==> src/rtl/drpm_pkg.sv <==
`timescale 1ns/1ps
package drpm_pkg;

  typedef enum logic [3:0] {
    PM_RUN,       // normal traffic allowed
    PM_PRE,       // precharge-all issued
    PM_TRP,       // waiting row-precharge time
    PM_REF,       // auto-refresh issued
    PM_TRFC,      // waiting refresh cycle time
    PM_SR_ENTER,  // self-refresh command with CKE low
    PM_SR,        // resting in self-refresh
    PM_SR_EXIT,   // CKE high, recovering before mandatory refresh
    PM_PD,        // resting in power-down
    PM_PD_EXIT    // CKE high, power-down exit recovery
  } pm_state_t;

  function automatic int max_of(input int a, input int b);
    return (a > b) ? a : b;
  endfunction

endpackage

==> src/rtl/drpm_interval_timer.sv <==
`timescale 1ns/1ps
module drpm_interval_timer #(
  parameter int REFI_CYC = 1560
) (
  input  logic clk,
  input  logic rst_n,
  input  logic reload,
  output logic due
);
  localparam int CW = $clog2(REFI_CYC);
  localparam logic [CW-1:0] RELOAD_V = CW'(REFI_CYC - 1);

  logic [CW-1:0] cnt;

  always_ff @(posedge clk) begin
    if (!rst_n) begin
      cnt <= RELOAD_V;
      due <= 1'b0;
    end else if (reload) begin
      cnt <= RELOAD_V;
      due <= 1'b0;
    end else begin
      if (cnt != '0) cnt <= cnt - CW'(1);
      if (cnt == CW'(1)) due <= 1'b1;
    end
  end

  // a raised request is held until a refresh serves it
  p_pending_held_r2: assert property (@(posedge clk) disable iff (!rst_n)
    due && !reload |=> due);
  // serving the request clears it in the following cycle
  p_pending_clear_r2: assert property (@(posedge clk) disable iff (!rst_n)
    reload |=> !due);

endmodule

==> src/rtl/drpm_wait_counter.sv <==
`timescale 1ns/1ps
module drpm_wait_counter #(
  parameter int W = 4
) (
  input  logic         clk,
  input  logic         rst_n,
  input  logic         load,
  input  logic [W-1:0] value,
  output logic         done
);
  logic [W-1:0] cnt;

  always_ff @(posedge clk) begin
    if (!rst_n)          cnt <= '0;
    else if (load)       cnt <= value;
    else if (cnt != '0)  cnt <= cnt - W'(1);
  end

  assign done = (cnt == '0);

  p_wait_counts_down_r5: assert property (@(posedge clk) disable iff (!rst_n)
    !load && !done |=> $past(cnt) - W'(1) == cnt);

endmodule

==> src/rtl/drpm_dll_guard.sv <==
`timescale 1ns/1ps
module drpm_dll_guard #(
  parameter int DLL_LOCK_CYC = 200
) (
  input  logic clk,
  input  logic rst_n,
  input  logic start,
  output logic read_hold
);
  localparam int CW = $clog2(DLL_LOCK_CYC + 1);
  localparam logic [CW-1:0] LOCK_V = CW'(DLL_LOCK_CYC);

  logic [CW-1:0] cnt;

  always_ff @(posedge clk) begin
    if (!rst_n)         cnt <= '0;
    else if (start)     cnt <= LOCK_V;
    else if (cnt != '0) cnt <= cnt - CW'(1);
  end

  assign read_hold = (cnt != '0);

  // reads are held off from the first cycle after a self-refresh exit
  p_hold_after_exit_r8: assert property (@(posedge clk) disable iff (!rst_n)
    start |=> read_hold);

endmodule

==> src/rtl/drpm_mode_fsm.sv <==
`timescale 1ns/1ps
module drpm_mode_fsm
  import drpm_pkg::*;
#(
  parameter int TRP_CYC  = 4,
  parameter int TRFC_CYC = 15,
  parameter int XSNR_CYC = 16,
  parameter int PDX_CYC  = 1,
  parameter int WAIT_W   = 5
) (
  input  logic              clk,
  input  logic              rst_n,
  input  logic              banks_idle,
  input  logic              row_active,
  input  logic              sleep_req,
  input  logic              sleep_deep,
  input  logic              wake_req,
  input  logic              refresh_due,
  input  logic              wait_done,
  output logic              wait_load,
  output logic [WAIT_W-1:0] wait_value,
  output logic              cmd_pre_all,
  output logic              cmd_refresh,
  output logic              cmd_self_refresh,
  output logic              cke,
  output logic              busy,
  output logic              sr_exit_start,
  output logic              in_self_refresh
);
  localparam logic [WAIT_W-1:0] V_TRP  = WAIT_W'(TRP_CYC - 2);
  localparam logic [WAIT_W-1:0] V_TRFC = WAIT_W'(TRFC_CYC - 2);
  localparam logic [WAIT_W-1:0] V_XSNR = WAIT_W'(XSNR_CYC - 1);
  localparam logic [WAIT_W-1:0] V_PDX  = WAIT_W'(PDX_CYC - 1);

  pm_state_t st, nxt;
  logic want_q, deep_q;
  logic want_eff, deep_eff;

  // latched low-power intent; a wake always wins
  assign want_eff = !wake_req && (sleep_req || want_q);
  assign deep_eff = sleep_req ? sleep_deep : deep_q;

  always_ff @(posedge clk) begin
    if (!rst_n) begin
      want_q <= 1'b0;
      deep_q <= 1'b0;
    end else begin
      if (wake_req)       want_q <= 1'b0;
      else if (sleep_req) want_q <= 1'b1;
      if (sleep_req)      deep_q <= sleep_deep;
    end
  end

  always_comb begin
    nxt        = st;
    wait_load  = 1'b0;
    wait_value = '0;
    case (st)
      PM_RUN: begin
        if (refresh_due) begin
          nxt = banks_idle ? PM_REF : PM_PRE;
        end else if (want_eff && deep_eff && banks_idle) begin
          nxt = PM_SR_ENTER;
        end else if (want_eff && !deep_eff && (banks_idle || row_active)) begin
          nxt = PM_PD;
        end
      end
      PM_PRE: begin
        nxt        = PM_TRP;
        wait_load  = 1'b1;
        wait_value = V_TRP;
      end
      PM_TRP:      if (wait_done) nxt = PM_REF;
      PM_REF: begin
        nxt        = PM_TRFC;
        wait_load  = 1'b1;
        wait_value = V_TRFC;
      end
      PM_TRFC:     if (wait_done) nxt = PM_RUN;
      PM_SR_ENTER: nxt = PM_SR;
      PM_SR: begin
        if (wake_req) begin
          nxt        = PM_SR_EXIT;
          wait_load  = 1'b1;
          wait_value = V_XSNR;
        end
      end
      PM_SR_EXIT:  if (wait_done) nxt = PM_REF;
      PM_PD: begin
        if (wake_req || refresh_due) begin
          nxt        = PM_PD_EXIT;
          wait_load  = 1'b1;
          wait_value = V_PDX;
        end
      end
      PM_PD_EXIT:  if (wait_done) nxt = PM_RUN;
      default:     nxt = PM_RUN;
    endcase
  end

  always_ff @(posedge clk) begin
    if (!rst_n) st <= PM_RUN;
    else        st <= nxt;
  end

  assign cmd_pre_all      = (st == PM_PRE);
  assign cmd_refresh      = (st == PM_REF);
  assign cmd_self_refresh = (st == PM_SR_ENTER);
  assign cke              = !(st == PM_SR_ENTER || st == PM_SR || st == PM_PD);
  assign busy             = (st != PM_RUN) || refresh_due;
  assign sr_exit_start    = (st == PM_SR) && wake_req;
  assign in_self_refresh  = (st == PM_SR_ENTER) || (st == PM_SR) || (st == PM_SR_EXIT);

  p_one_cmd_r11: assert property (@(posedge clk) disable iff (!rst_n)
    $onehot0({cmd_pre_all, cmd_refresh, cmd_self_refresh}));
  p_no_cmd_cke_low_r11: assert property (@(posedge clk) disable iff (!rst_n)
    !cke |-> !(cmd_pre_all || cmd_refresh));
  p_cke_rise_hold_r11: assert property (@(posedge clk) disable iff (!rst_n)
    $rose(cke) |=> cke);
  p_sr_needs_idle_r6: assert property (@(posedge clk) disable iff (!rst_n)
    $rose(cmd_self_refresh) |-> $past(banks_idle));
  p_pd_precond_r7: assert property (@(posedge clk) disable iff (!rst_n)
    $fell(cke) && !cmd_self_refresh |-> $past(banks_idle || row_active));
  p_busy_asleep_r5: assert property (@(posedge clk) disable iff (!rst_n)
    !cke |-> busy);

endmodule

==> src/rtl/dram_refresh_pm.sv <==
`timescale 1ns/1ps
module dram_refresh_pm
  import drpm_pkg::*;
#(
  parameter int REFI_CYC     = 1560,
  parameter int TRP_CYC      = 4,
  parameter int TRFC_CYC     = 15,
  parameter int XSNR_CYC     = 16,
  parameter int DLL_LOCK_CYC = 200,
  parameter int PDX_CYC      = 1
) (
  input  logic clk,
  input  logic rst_n,
  input  logic banks_idle,
  input  logic row_active,
  input  logic sleep_req,
  input  logic sleep_deep,
  input  logic wake_req,
  output logic cmd_pre_all,
  output logic cmd_refresh,
  output logic cmd_self_refresh,
  output logic cke,
  output logic busy,
  output logic refresh_pending,
  output logic read_hold
);
  localparam int WAIT_MAX = max_of(max_of(TRP_CYC, TRFC_CYC), max_of(XSNR_CYC, PDX_CYC));
  localparam int WAIT_W   = $clog2(WAIT_MAX + 1);

  logic              refresh_due;
  logic              timer_reload;
  logic              wait_load;
  logic [WAIT_W-1:0] wait_value;
  logic              wait_done;
  logic              sr_exit_start;
  logic              in_self_refresh;

  // the device refreshes itself in self-refresh, so the timer is held
  assign timer_reload    = cmd_refresh || in_self_refresh;
  assign refresh_pending = refresh_due;

  drpm_interval_timer #(.REFI_CYC(REFI_CYC)) u_timer (
    .clk    (clk),
    .rst_n  (rst_n),
    .reload (timer_reload),
    .due    (refresh_due)
  );

  drpm_wait_counter #(.W(WAIT_W)) u_wait (
    .clk   (clk),
    .rst_n (rst_n),
    .load  (wait_load),
    .value (wait_value),
    .done  (wait_done)
  );

  drpm_dll_guard #(.DLL_LOCK_CYC(DLL_LOCK_CYC)) u_dll (
    .clk       (clk),
    .rst_n     (rst_n),
    .start     (sr_exit_start),
    .read_hold (read_hold)
  );

  drpm_mode_fsm #(
    .TRP_CYC  (TRP_CYC),
    .TRFC_CYC (TRFC_CYC),
    .XSNR_CYC (XSNR_CYC),
    .PDX_CYC  (PDX_CYC),
    .WAIT_W   (WAIT_W)
  ) u_fsm (
    .clk              (clk),
    .rst_n            (rst_n),
    .banks_idle       (banks_idle),
    .row_active       (row_active),
    .sleep_req        (sleep_req),
    .sleep_deep       (sleep_deep),
    .wake_req         (wake_req),
    .refresh_due      (refresh_due),
    .wait_done        (wait_done),
    .wait_load        (wait_load),
    .wait_value       (wait_value),
    .cmd_pre_all      (cmd_pre_all),
    .cmd_refresh      (cmd_refresh),
    .cmd_self_refresh (cmd_self_refresh),
    .cke              (cke),
    .busy             (busy),
    .sr_exit_start    (sr_exit_start),
    .in_self_refresh  (in_self_refresh)
  );

  // with a request pending and banks idle, no precharge-all is issued
  p_idle_no_pre_r3: assert property (@(posedge clk) disable iff (!rst_n)
    cmd_pre_all |-> $past(!banks_idle));
  // the mandatory refresh only ever follows with CKE already high
  p_refresh_cke_r8: assert property (@(posedge clk) disable iff (!rst_n)
    cmd_refresh |-> $past(cke));

endmodule

==> config.mk <==
export PLATFORM = sky130hd
export DESIGN_NAME = dram_refresh_pm
export DESIGN_NICKNAME = d
export VERILOG_FILES = /design/src/rtl/drpm_pkg.sv /design/src/rtl/drpm_interval_timer.sv /design/src/rtl/drpm_wait_counter.sv /design/src/rtl/drpm_dll_guard.sv /design/src/rtl/drpm_mode_fsm.sv /design/src/rtl/dram_refresh_pm.sv
export SDC_FILE = /design/constraint.sdc
export NUM_CORES = 1
export LEC_CHECK = 0
export BUFFER_PORTS_ARGS = -buffer_cell sky130_fd_sc_hd__buf_2
export CAP_MARGIN = 0
export CORE_ASPECT_RATIO = 0.5
export CORE_MARGIN = 4
export CORE_UTILIZATION = 40
export DETAILED_ROUTE_END_ITERATION = 8
export PLACE_DENSITY = 0.68
export RECOVER_POWER = 50
export SYNTH_ARGS = -nofsm -noshare
export SYNTH_HDL_FRONTEND = slang
export SYNTH_HIERARCHICAL = 1
export SYNTH_SLANG_ARGS = --single-unit
export TNS_END_PERCENT = 1
==> constraint.sdc <==
create_clock -name clk -period 5.85 [get_ports clk]
set_input_delay 0.8775 -clock clk [delete_from_list [all_inputs] [get_ports clk]]
set_output_delay 0.8775 -clock clk [all_outputs]
set_load 0.02 [all_outputs]
After elaboration in Yosys (flattened, before gate mapping):

Index checks and enable logic that the tools add are counted.

* eq/ne operators: 15
* add/sub/neg operators: 3
* bitwise logic cells: 1
* muxes and demuxes: 19
* reduce and logical (&&, ||, !) cells: 32

Operators by type and width (count)
* two-way mux 4 bit: 8
* one-hot mux 4 bit (8 select lines): 1
* equality test 4 x 3 -> 1 bit (second input constant): 4
* two-way mux 8 bit: 2
* one-hot mux 5 bit (3 select lines): 1
* OR reduction 2 bit: 6
* equality test 11 x 1 -> 1 bit (second input constant): 1
* nonzero test 11 bit: 1
* subtractor 11 x 1 -> 11 bit (second input constant): 1
* two-way mux 5 bit: 2
* equality test 4 x 2 -> 1 bit (second input constant): 2
* equality test 4 bit (second input constant): 2
* logical OR 1 bit: 8
* nonzero test 8 bit: 1
* subtractor 8 x 1 -> 8 bit (second input constant): 1
* logical AND 1 bit: 6
* inequality test 2 x 1 -> 1 bit (second input constant): 3
* logical NOT 5 bit: 1
* AND reduction 5 bit: 1
* nonzero test 5 bit: 1
* subtractor 5 x 1 -> 5 bit (second input constant): 1
* equality test 4 x 1 -> 1 bit (second input constant): 1
* logical NOT 4 bit: 1
* inequality test 4 x 2 -> 1 bit (second input constant): 1
* 8 further kinds: 13

* word-level logic and storage cells: 78
* output and inout bits: 7
* flip-flop bits (word level): 31
* bits of input ports: 7

Logic depth before layout (Yosys ltp):

Gate-level depths: netlist (run 1).

* depth after elaboration: 8
* gate-level depth with buffers: 8
* gate-level depth less buffers: 7

Modules after synthesis:

Netlist (run 1), hierarchy kept.

Modules (own cells, without submodules)
* drpm_interval_timer: instances 1, seq. area each 240.2 µm², area each 614.3 µm², cells each 67
* drpm_mode_fsm: instances 1, seq. area each 120.1 µm², area each 564.3 µm², cells each 79
* drpm_dll_guard: instances 1, seq. area each 160.2 µm², area each 435.4 µm², cells each 45
* drpm_wait_counter: instances 1, seq. area each 100.1 µm², area each 300.3 µm², cells each 34
* dram_refresh_pm: instances 1, seq. area each 0.0 µm², area each 6.3 µm², cells each 1

Worst setup path before layout (run 1):

Ideal clock, no wire load.

* path kind: reg-to-output
* start: register u_fsm.st[3]
* end: output cke
* path buffers: 1
* slack: 3.557 ns
* required time: 4.973 ns
* cell stages (with the launch flop): 6
* arrival time: 1.415 ns
* cells stage by stage: dfxtp_1 > clkbuf_1 > nand2b_1 > mux2_2 > nor2_1 > a31oi_1

* cells in the longest elaborated chain, start to end: 4
* elaborated cells between the ends (all ways): 6
* those cells by class: eq/ne (3); reduce/logical (3)

RTL lines
* from (decl): RTL line drpm_mode_fsm.sv:35 `pm_state_t st, nxt;`
* from (signal assigned): RTL line drpm_mode_fsm.sv:103 `else st <= nxt;`
* equality test 4 x 3 -> 1 bit: RTL line drpm_mode_fsm.sv:109 `assign cke = !(st == PM_SR_ENTER || st == PM_SR || st == PM_PD);`
* logical OR 1 bit: RTL line drpm_mode_fsm.sv:109
* logical OR 1 bit *: RTL line drpm_mode_fsm.sv:109
* logical NOT 1 bit *: RTL line drpm_mode_fsm.sv:109
* to (decl): RTL line dram_refresh_pm.sv:22 `output logic cke,`

Mark *: on every way between the ends. The rest lies on a longest branch, timed or not.

Final worst setup path (run 1):

* start: register u_dll.cnt[0]
* end: output read_hold

* cells in the longest elaborated chain, start to end: 1

RTL lines
* from (decl): RTL line drpm_dll_guard.sv:13 `logic [CW-1:0] cnt;`
* from (signal assigned): RTL line drpm_dll_guard.sv:18 `else if (cnt != '0) cnt <= cnt - CW'(1);`
* nonzero test 8 bit: RTL line drpm_dll_guard.sv:21 `assign read_hold = (cnt != '0);`
* to (decl): RTL line dram_refresh_pm.sv:25 `output logic read_hold`

Every way passes these cells.

==> results of run 1 <==
-- routing by layer --
layer | GRT usage, % | share of wire, %
met1 | 15.7 | 46
met5 | 0 | 0
met4 | 4.98 | 1.5
met3 | 3.50 | 3.3
met2 | 25.1 | 49
-- stage by stage --
stage / area, µm² / worst slack, ns
after floorplan: 1920 / 3.56
after global placement: 2000 / 3.52
after detailed placement: 2000 / 3.49
after CTS: 2120 / 3.20
after global routing: 2110 / 3.08
final: 2110 / 3.19
-- cell type report --
type / instances / area [µm²]
fill: 446 / 2400
multi-input combinational: 171 / 1170
sequential: 31 / 621
clock buffer: 6 / 82.6
tap: 66 / 82.6
timing repair buffer: 13 / 62.6
inverter: 13 / 48.8
clock inverter: 2 / 35.0
-- Yosys cell counts, types with 5 or more instances --
cell	number	area share (%)
nand3_1	9	2.3
nor3_1	11	2.9
or4_1	5	2.0
o21ai_0	8	2.1
ha_1	6	3.9
inv_1	12	2.3
nand2b_1	11	3.6
nand2_1	15	2.9
dfxtp_1	31	32
nor2_1	13	2.5
a21oi_1	11	2.9
or3_1	6	2.0
-- cell families after synthesis --
kind of cell | synth area share (%)
buf+inv | 6.12
mux | 3.84
flops | 32.3
simple gates | 32.2
fa+ha+maj | 3.91
other cells | 0.195
xor+xnor | 2.74
compound gates | 18.7
-- flip-flops by register name, indices dropped and copies added, names as in the netlist --
name and flops:
u_fsm/want_q 1, u_wait/cnt 5, u_fsm/deep_q 1, u_timer/due 1
u_fsm/st 4, u_dll/cnt 8, u_timer/cnt 11
-- power by group through the flow --
stage	logic (mW)	clock network, mW	registers [mW]
after floorplan	0.349	0	0.300
after global placement	0.378	0	0.329
after detailed placement	0.389	0	0.333
after CTS	0.392	0.223	0.328
after global routing	0.433	0.229	0.340
final	0.388	0.215	0.329
-- worst max-delay path: cells and delay by family, from the launching register on --
| family | cells | cell delay, ns |
|---|---|---|
| simple gates | 2 | 0.65 |
| flops | 1 | 0.32 |
| buf+inv | 2 | 0.29 |
| fa+ha+maj | 1 | 0.25 |
-- path summary, 6_finish.rpt --
path	start	to	depth (start not counted)
max	u_dll/cnt[0]	read_hold	5
min	u_wait/cnt[1]	u_wait/cnt[1]	2
max reg2reg	u_fsm/st[2]	u_timer/cnt[3]	7
min reg2reg	u_wait/cnt[1]	u_wait/cnt[1]	2
==> impl_results.md, run 1 <==
* Commonest cells after routing, fill and taps aside: dfxtp_1, nand2_1, inv_1, nor2_1, nor3_1
* Post-CTS resize count at 0
* Routed WL at 3860 µm
* Register share of total power at 35.3%
* Internal power at 0.570 mW
* Min Hold Slack at 0.505 ns
* Hold violation count in the final report at 0
* Die area at 6040 µm²
* Yosys Warn Count at 6
* Layout cell share with drive strength beyond 1 at 13.1%
* DP HPWL at 2850 µm
* Layout area overhead at 9.64%
* Worst hold path class: register to register
* Mapped Cells at 226
* Hold_buf cts at 0
* Initial core utilization at 42.6%
* Drt initial violations at 110
* Async set or reset register ratio after synthesis at 0%
* Post-DRT Antenna Nets at 0
* Post-synth EDFFs at 0
* Critical Path Slowest Stage Cell: nor3b_1
* GRT Residual Overflow at 0
* Diode count at 0
* Final Max Tran Viols at 0
* Die Ht at 57.0 µm
* Cell area after synthesis at 1920 µm²
* Outcome: finished, final reports clean
* Lkg Pwr at 0.794 nW
* Core footprint at 4510 µm²
* Synth Area per Inst at 8.50 µm²
* H-tree levels at 2
* Period Utilization, post-route at 45.5%
* Worst Setup Start Kind: register
* IO buf count at 13
* Via count at 1,642
* # setup viols final at 0
* Most common cell after layout, fill and taps aside: dfxtp_1
* Seq cells post-synth at 31
* Fin nets at 248
* Largest net degree at the start of global routing at 24
* Clock share of power at 23.1%
* Initial antenna violation count at 0
* Clock Latency Late Sink at 0.28 ns
* First-pass GRT wire length at 6870 µm
* Max-Cap Viols at 0
* All-Layer GR Usage at 13.7%
* Rows at 17
* Sequential fraction of the synthesis area at 32.3%
* Gp weighted congestion at 0.786
* Via/cell ratio at 5.44
* Slowest cell delay on critical path at 0.52 ns
* CP max FO at 5
* Worst reg2reg setup slack at 3.66 ns
* Relative slew slack at 38.9%
* Min cycle time layout at 2.66 ns
* Layout Cells excl Fill at 302
* Peak Freq at 376 MHz
* CTS buffer count at 5
* Sw Ratio at 38.8%
* Kind of critical path: register to primary output
* Util after Layout at 46.7%
* Die Width at 106 µm
* Required @ worst endpoint at 4.97 ns
* Switching power at 0.362 mW
* CP arrival at 1.78 ns
* Syn_nets at 239
* Clock Path Buffers at 2
* Clock Skews at 0.00384 ns
* Worst-path cell chain: inv_1 > ha_1 > nor3b_1 > nand2_1 > buf_2
* Power Density at 443 nW/µm²
* Comb power frac at 41.6%
* Prevailing post-synth register cell: dfxtp_1
* Post-CTS Setup Inserts at 0
* Worst-Margin Slew at 0.916 ns
* RSZ-0062 raised after global routing: no
* Root buffer cell: clkbuf_8
* Setup crit end kind: primary output
* DR DRC count at 0
* Total Power at 0.932 mW
* Post-route setup TNS at 0 ns
* Num Clock Sinks at 31
* TritonCTS clock tree: built
* Dpl cells at 294
* Yosys cell types at 59
* IO Pins at 14
* Maximum vdd drop at 154 µV
* First-pass iteration count of the detailed router at 4
* Post-DR wirelength/cell at 12.8 µm
* Vias in the first global route at 1,572
* Clock Pin Slew Worst Setup and Hold Paths at 0.07 ns
No activity file was read; power rests on OpenSTA's default activity.
==> run 2: changes to the inputs <==
--- a/config.mk
+++ b/config.mk
@@ -11,7 +11,7 @@
 export CORE_MARGIN = 4
 export CORE_UTILIZATION = 40
 export DETAILED_ROUTE_END_ITERATION = 8
-export PLACE_DENSITY = 0.68
+export PLACE_DENSITY = 0.7
 export RECOVER_POWER = 50
 export SYNTH_ARGS = -nofsm -noshare
 export SYNTH_HDL_FRONTEND = slang
==> constraint.sdc (replaced) <==
create_clock -name clk -period 2.26 [get_ports clk]
set_input_delay 0.339 -clock clk [delete_from_list [all_inputs] [get_ports clk]]
set_output_delay 0.339 -clock clk [all_outputs]
set_load 0.02 [all_outputs]
==> impl_results.md, run 2 (synthesis results as in run 1) <==
* Required @ worst endpoint at 1.92 ns
* Hold_buf cts at 0
* Drt initial violations at 110
* GRT Residual Overflow at 0
* Clock share of power at 23.0%
* IO buf count at 13
* Fin nets at 253
* Setup crit end kind: primary output
* Pre-CTS worst setup slack at 0.364 ns
* Critical Path Slowest Stage Cell: dfxtp_1
* Crit path buf inv count at 1
* Min cycle time layout at 2.00 ns
* Root buffer cell: clkbuf_8
* First-pass GRT wire length at 6710 µm
* Reg with most FFs: u_timer/cnt
* Hold violation count in the final report at 0
* Lkg Pwr at 0.799 nW
* Post-DR wirelength/cell at 12.9 µm
* TritonCTS clock tree: built
* Rows at 17
* Via count at 1,675
* Clock Latency Late Sink at 0.28 ns
* Commonest cells after routing, fill and taps aside: dfxtp_1, nand2_1, nor2_1, buf_2, inv_1
* Cell family with most CP delay: flip-flops
* DR DRC count at 0
* Die Width at 106 µm
* Post-route setup TNS at 0 ns
* Post-CTS resize count at 0
* Maximum vdd drop at 354 µV
* Initial core utilization at 42.6%
* Vias in the first global route at 1,559
* Die Ht at 57.0 µm
* Clock Pin Slew Worst Setup and Hold Paths at 0.07 ns
* Worst hold path class: input port to register
* Switching power at 0.948 mW
* DP HPWL at 2890 µm
* First-pass iteration count of the detailed router at 4
* Num Clock Sinks at 31
* Most common cell after layout, fill and taps aside: dfxtp_1
* Initial antenna violation count at 0
* Max-Cap Viols at 0
* Clock Path Buffers at 2
* Post-DRT Antenna Nets at 0
* Relative slew slack at 62.2%
* Sw Ratio at 38.6%
* Routed WL at 3950 µm
* IO Pins at 14
* Clock Skews at 0.00915 ns
* Regs by FF count: u_timer/cnt (11), u_dll/cnt (8), u_wait/cnt (5)
* Register share of total power at 33.8%
* Min Hold Slack at 0.316 ns
* Die area at 6040 µm²
* Layout cell share with drive strength beyond 1 at 14.9%
* Post-route worst setup slack at 0.256 ns
* Gp weighted congestion at 0.822
* Final Max Tran Viols at 0
* Diode count at 0
* Layout area overhead at 10.9%
* Core footprint at 4510 µm²
* All-Layer GR Usage at 13.6%
* CP arrival at 1.66 ns
* Outcome: finished, final reports clean
* Kind of critical path: register to primary output
* # setup viols final at 0
* Filler cells at 458
* Worst-Margin Slew at 0.564 ns
* Max FFs per register at 11
* Comb power frac at 43.3%
* RSZ-0062 raised after global routing: no
* Internal power at 1.51 mW
* Period Utilization, post-route at 88.7%
* CTS buffer count at 5
* Worst Setup Start Kind: register
* Post-CTS Setup Inserts at 0
* Peak Freq at 499 MHz
* Worst-path cell chain: nand2b_1 > mux2_2 > nor2_1 > a31oi_1 > buf_2
* Util after Layout at 47.3%
* Register Area at 621 µm²
* H-tree levels at 2
* Via/cell ratio at 5.46
* Power Density at 1150 nW/µm²
* Slowest cell delay on critical path at 0.56 ns
* CP max FO at 13
* Multi-input logic area at 1160 µm²
* Largest net degree at the start of global routing at 24
-- run 2: per-stage QoR --
stage	std cells	area, µm²	power (mW)
final	307	2130	2.46
after global routing	307	2130	2.64
after CTS	307	2150	2.49
after detailed placement	299	2040	1.92
after global placement	299	2040	1.88
after floorplan	226	1920	1.68
-- run 2: worst paths after layout --
path | from | end | slack, ns | cells after the start
worst min register to register | u_dll/cnt[0] | u_dll/cnt[0] | 0.50 | 2
worst max register to register | u_timer/cnt[2] | u_timer/cnt[1] | 0.26 | 4
worst min-delay path | wake_req | u_fsm/want_q | 0.32 | 2
worst max-delay path | u_fsm/st[0] | cke | 0.26 | 5
-- run 2: worst reg2reg max path: stages, from the launching register on --
cell and delay (ns):
dfxtp_1 0.34, or4_1 0.62, nor3_2 0.54, mux2_1 0.38, nand2_1 0.06
-- run 2: cell type report --
class	instances	area share (%)
inverter	13	2.29
tap	66	3.88
sequential	31	29.1
timing repair buffer	18	4.58
multi-input combinational	171	54.6
clock buffer	6	3.88
clock inverter	2	1.64
-- run 2: per-layer routing --
| metal | track usage [%] | wire, µm | share of wire [%] | vias to the layer above |
|---|---|---|---|---|
| met5 | 0 | 0 | 0 | - |
| met4 | 5.35 | 42 | 1.1 | 0 |
| met3 | 3.84 | 148 | 3.8 | 4 |
| met2 | 23.9 | 1950 | 49 | 30 |
| met1 | 16.0 | 1800 | 46 | 783 |
| li1 | - | - | - | 858 |
-- run 2: power by group through the flow --
stage	combinational, mW	clock (mW)	sequential (mW)
after floorplan	0.904	0	0.775
after global placement	1.05	0	0.831
after detailed placement	1.08	0	0.839
after CTS	1.08	0.579	0.826
after global routing	1.18	0.607	0.854
final	1.06	0.564	0.829
